$ cat src/rtl/isu_pkg.sv
package isu_pkg;
  localparam int unsigned ISU_AW = 3;

  typedef enum logic [ISU_AW-1:0] {
    ADR_RAW  = 3'd0,
    ADR_MSK  = 3'd1,
    ADR_ENS  = 3'd2,
    ADR_ENC  = 3'd3,
    ADR_EOI  = 3'd4
  } isu_addr_e;
endpackage

$ cat src/rtl/isu_raw_bank.sv
module isu_raw_bank #(
  parameter int unsigned         STAT_W    = 10,
  parameter logic [STAT_W-1:0]   IMPL_MASK = 10'h364
) (
  input  logic              clk_i,
  input  logic              rst_ni,
  input  logic [STAT_W-1:0] evt_i,
  input  logic [STAT_W-1:0] clr_i,
  output logic [STAT_W-1:0] raw_o
);
  for (genvar b = 0; b < STAT_W; b++) begin : g_bit
    logic bit_q;
    always_ff @(posedge clk_i or negedge rst_ni) begin
      if (!rst_ni)
        bit_q <= 1'b0;
      else if (IMPL_MASK[b] && evt_i[b])
        bit_q <= 1'b1;            // event beats a same-cycle clear
      else if (clr_i[b])
        bit_q <= 1'b0;
    end
    assign raw_o[b] = bit_q & IMPL_MASK[b];
  end
endmodule

$ cat src/rtl/isu_enable_bank.sv
module isu_enable_bank #(
  parameter int unsigned         STAT_W    = 10,
  parameter logic [STAT_W-1:0]   IMPL_MASK = 10'h364
) (
  input  logic              clk_i,
  input  logic              rst_ni,
  input  logic [STAT_W-1:0] set_i,
  input  logic [STAT_W-1:0] clr_i,
  output logic [STAT_W-1:0] en_o
);
  for (genvar b = 0; b < STAT_W; b++) begin : g_bit
    logic bit_q;
    always_ff @(posedge clk_i or negedge rst_ni) begin
      if (!rst_ni)
        bit_q <= 1'b0;
      else if (set_i[b] && IMPL_MASK[b])
        bit_q <= 1'b1;
      else if (clr_i[b])
        bit_q <= 1'b0;
    end
    assign en_o[b] = bit_q & IMPL_MASK[b];
  end
endmodule

$ cat src/rtl/isu_line_gate.sv
module isu_line_gate (
  input  logic clk_i,
  input  logic rst_ni,
  input  logic pend_i,
  input  logic eoi_i,
  output logic irq_o
);
  // Line high == unit disarmed; end-of-service drops it and re-arms.
  logic line_q;
  always_ff @(posedge clk_i or negedge rst_ni) begin
    if (!rst_ni)
      line_q <= 1'b0;
    else if (eoi_i)
      line_q <= 1'b0;
    else if (pend_i)
      line_q <= 1'b1;
  end
  assign irq_o = line_q;
endmodule

$ cat src/rtl/disp_irq_status.sv
module disp_irq_status
  import isu_pkg::*;
#(
  parameter int unsigned         STAT_W    = 10,
  parameter logic [STAT_W-1:0]   IMPL_MASK = 10'h364
) (
  input  logic              clk_i,
  input  logic              rst_ni,
  input  logic [STAT_W-1:0] evt_i,
  input  logic              reg_wr_i,
  input  logic [ISU_AW-1:0] reg_waddr_i,
  input  logic [STAT_W-1:0] reg_wdata_i,
  input  logic [ISU_AW-1:0] reg_raddr_i,
  output logic [STAT_W-1:0] reg_rdata_o,
  output logic              irq_o
);
  localparam logic [STAT_W-1:0] ZERO_W = '0;

  logic [STAT_W-1:0] raw_q, en_q, masked;
  logic [STAT_W-1:0] stat_clr, en_set, en_clr;
  logic              eoi_wr;

  always_comb begin
    stat_clr = ZERO_W;
    en_set   = ZERO_W;
    en_clr   = ZERO_W;
    eoi_wr   = 1'b0;
    if (reg_wr_i) begin
      unique case (reg_waddr_i)
        ADR_RAW, ADR_MSK: stat_clr = reg_wdata_i;
        ADR_ENS:          en_set   = reg_wdata_i;
        ADR_ENC:          en_clr   = reg_wdata_i;
        ADR_EOI:          eoi_wr   = 1'b1;
        default:          ;
      endcase
    end
  end

  isu_raw_bank #(.STAT_W(STAT_W), .IMPL_MASK(IMPL_MASK)) u_raw (
    .clk_i (clk_i),
    .rst_ni(rst_ni),
    .evt_i (evt_i),
    .clr_i (stat_clr),
    .raw_o (raw_q)
  );

  isu_enable_bank #(.STAT_W(STAT_W), .IMPL_MASK(IMPL_MASK)) u_en (
    .clk_i (clk_i),
    .rst_ni(rst_ni),
    .set_i (en_set),
    .clr_i (en_clr),
    .en_o  (en_q)
  );

  assign masked = raw_q & en_q;

  isu_line_gate u_line (
    .clk_i (clk_i),
    .rst_ni(rst_ni),
    .pend_i(|masked),
    .eoi_i (eoi_wr),
    .irq_o (irq_o)
  );

  always_comb begin
    unique case (reg_raddr_i)
      ADR_RAW:          reg_rdata_o = raw_q;
      ADR_MSK:          reg_rdata_o = masked;
      ADR_ENS, ADR_ENC: reg_rdata_o = en_q;
      default:          reg_rdata_o = ZERO_W;
    endcase
  end
endmodule

$ cat config.mk
export PLATFORM = sky130hd
export DESIGN_NAME = disp_irq_status
export DESIGN_NICKNAME = d
export VERILOG_FILES = /design/src/rtl/isu_pkg.sv /design/src/rtl/isu_raw_bank.sv /design/src/rtl/isu_enable_bank.sv /design/src/rtl/isu_line_gate.sv /design/src/rtl/disp_irq_status.sv
export SDC_FILE = /design/constraint.sdc
export NUM_CORES = 1
export LEC_CHECK = 0
export BUFFER_PORTS_ARGS = -buffer_cell sky130_fd_sc_hd__buf_4
export CORE_MARGIN = 2
export CORE_UTILIZATION = 40
export DETAILED_ROUTE_END_ITERATION = 8
export PLACE_DENSITY = 0.83
export RECOVER_POWER = 50
export REMOVE_ABC_BUFFERS = 1
export SLEW_MARGIN = 20
export SYNTH_ARGS = -nofsm -noshare
export SYNTH_HDL_FRONTEND = slang
export SYNTH_SLANG_ARGS = --single-unit
$ cat constraint.sdc
create_clock -name clk_i -period 2.6 [get_ports clk_i]
set_input_delay 0.13 -clock clk_i [delete_from_list [all_inputs] [get_ports clk_i]]
set_output_delay 0.13 -clock clk_i [all_outputs]
set_load 0.01 [all_outputs]
==> results.toml <==
[finish]
register_area_um2 = 275.3
finalNetCount = 122
num_antenna_cells = 0
areaGrowthSynthToFinish_pct = 30.97
utilization_pct = 55.02
drive_above_1_share_pct = 31.52
fill_cells = 134
multi_input_area_um2 = 301.5

[sta]
slew-limit-headroom_pct = 62.83
finalCriticalPeriod_ps = 1185
finalHoldViolCount = 0
post-route-period-util_pct = 45.56
report.final.setup_viol = 0
max_clock_freq_ghz = 0.8442
grt_setup_unrepaired = "false"
slew_viol_final = 0
finClkSkew_ps = 2.815
transition_time_at_the_pin_with_the_least_slew_margin_ps = 557.5
setup-tns-final_ps = 0

[cts]
worst_setup_hold_path_clk_slew_ps = 70
clock_tree.root_cell = "sky130_fd_sc_hd__clkbuf_4"
worst_skew_pair.late_latency_ps = 260
post_cts.resized_instances = 0
cts-buffers-inserted = 3
clock_sink_count = 11
clock_tree.buffer_depth = 2
h_tree_lvl_count = 1
cts_tree = "yes"

[critical_path]
critical_path_peak_fanout = 3
regToRegStartpoint = "u_raw.g_bit[6].bit_q"
rr_worst_depth = 3
critPathBufInv = 1
critPathTopFamily = "flip-flops"
cp-end-kind = "primary output"
cpMaxStageDelayCell = "sky130_fd_sc_hd__dfrtp_1"
timing_worst_setup_path_type = "flip-flop to primary output"
crit_path_start_kind = "flip-flop"
required_ps = 2470
critPathArrivalTime_ps = 1050
r2r_setup_slack_ps = 1520
critical_path.cell_chain = "nor2_1, nor3_1, buf_4"
critical_path.reg2reg.endpoint = "u_line.irq_o"
cpPeakStageDelay_ps = 390

[drt]
ant_nets = 0
routedWlPerCell_um = 11.82
postRouteWirelength_um = 1277
drc = 0
dr.first_iter.drc_count = 2
via_cell_ratio = 5.306
vias = 573
drt_pass1_iterations = 4

[floorplanning]
die_y_um = 43.31
boundaryPins = 40
die_area_um2 = 1876
num_rows = 14
die_x_um = 43.31
design.core.area_um2 = 1471
initial_core_utilization_pct = 42.01

[synth]
postSynthAreaPerCell_um2 = 9.365
synth_cell_type_count = 17
yosys_warnings = 0
synth_seq_area_share_pct = 44.53
post_synth_inst_count = 66
mappedNetlistArea_um2 = 618.1
postSynthRegisterBits = 11

[min_path]
worst_hold_path.endpoint = "u_raw.g_bit[8].bit_q"
holdCritStartpoint = "evt_i[8]"
hold_path_class = "primary input to flip-flop"
whs_path_depth = 2

[place]
detailed_place_hpwl_um = 1028
routabilityCongestion = 0.8164
port-buffer-count = 24

[power]
worst_ir_drop_vdd_v = 0.0002953
power.static_leakage_uw = 0.0003497
power_density_nw_per_um2 = 522.3

[flow_run]
drv.max_cap_violation_count = 0

[grt]
first_global_vias = 445
grt_use_total_pct = 13.49
grt_pass1_wl_um = 1918
leftover_overflow_at_the_end_of_global_routing = 0
grt_antenna_before_repair = 0
grt_start_max_net_pins = 12

[outcome]
status = "finished clean"
## power by group
part / switching (µW) / total (µW) / internal (µW)
Clock: 55.7 / 115 / 59.3
Combinational: 48.1 / 102 / 53.9
Sequential: 16.6 / 206 / 189
## layout by cell type, fill, tap and decap left out, drive strengths merged
cell type and instances:
nand4bb 1, dfrtp 11, nand3 4, nand4b 5, o21ai 5, nor3 5
conb 5, clkbuf 5, buf 23, a21o 5, a221oi 1, nor2 13
a21oi 1, a32oi 1, dlygate4sd3 1, nand2 5, a22o 1
## cell type report
cell class                 instances  area share (%)
sequential                        11           34.00
multi-input combinational         52           37.25
timing repair buffer              25           23.03
tap                               16           2.473
clock buffer                       4           3.246
## metrics by stage
step | hold slack [ps] | cell area (µm²) | power [µW] | setup WS, ps | cells
2_1_floorplan | -165.6 | 576.8 | 253.8 | 1649 | 63
3_3_place_gp | -31.23 | 777.0 | 308.3 | 1544 | 103
6_report | 35.20 | 809.5 | 422.8 | 1415 | 108
4_1_cts | 38.66 | 813.3 | 425.3 | 1420 | 108
3_5_place_dp | -29.37 | 777.0 | 311.8 | 1535 | 103
5_1_grt | 35.80 | 809.5 | 445.2 | 1304 | 108
## logic make-up after synthesis
family / after synthesis / share of synthesized area, %
buffers and inverters: 7 / 9.109
AOI/OAI and AO/OA: 14 / 16.19
DFF: 11 / 44.53
other: 1 / 0.6067
and+or+nand+nor: 33 / 29.55
## routing by layer
metal / GRT usage (%) / vias up / share of wire, %
met4: 5.455 / 0 / 0
met3: 1.277 / 0 / 9.1
li1: - / 280 / -
met2: 20.30 / 30 / 46
met5: 0 / - / 0
met1: 19.89 / 263 / 44
## sequential cells by signal (all words and copies together) (netlist names)
signal,cells
u_en.g_bit.bit_q,5
u_raw.g_bit.bit_q,5
u_line.irq_o,1
## Yosys cell counts
| library cell | number | area [µm²] |
|---|---|---|
| sky130_fd_sc_hd__nand4bb_1 | 1 | 11.26 |
| sky130_fd_sc_hd__nand2_1 | 5 | 18.77 |
| sky130_fd_sc_hd__conb_1 | 1 | 3.750 |
| sky130_fd_sc_hd__nor2_1 | 11 | 41.29 |
| sky130_fd_sc_hd__a221oi_2 | 1 | 15.01 |
| sky130_fd_sc_hd__a21o_1 | 5 | 37.54 |
| sky130_fd_sc_hd__buf_4 | 6 | 45.04 |
| sky130_fd_sc_hd__nor3_1 | 5 | 25.02 |
| sky130_fd_sc_hd__nor2_4 | 2 | 22.52 |
| sky130_fd_sc_hd__buf_6 | 1 | 11.26 |
| sky130_fd_sc_hd__o21ai_1 | 5 | 25.02 |
| sky130_fd_sc_hd__a22o_1 | 1 | 8.760 |
| sky130_fd_sc_hd__dfrtp_1 | 11 | 275.3 |
| sky130_fd_sc_hd__a32oi_1 | 1 | 8.760 |
| sky130_fd_sc_hd__a21oi_1 | 1 | 5.000 |
| sky130_fd_sc_hd__nand4b_1 | 5 | 43.79 |
| sky130_fd_sc_hd__nand3_1 | 4 | 20.02 |
## worst max-delay path by stage
stage	startpoint	slack, ps	depth (start not counted)	endpoint
after floorplan	u_raw.g_bit[6].bit_q	1650	3	u_line.irq_o
after global placement	u_raw.g_bit[6].bit_q	1540	3	u_line.irq_o
after detailed placement	u_raw.g_bit[6].bit_q	1540	3	u_line.irq_o
after CTS	u_en.g_bit[8].bit_q	1420	3	reg_rdata_o[8]
after global routing	u_en.g_bit[8].bit_q	1300	3	reg_rdata_o[8]
final	u_en.g_bit[8].bit_q	1420	3	reg_rdata_o[8]
## what timing repair did
action,CTS,global route
endpoints found under the hold margin,11,0
setup buffers,0,0
hold buffers,1,0
No activity file was read; power rests on OpenSTA's default activity.
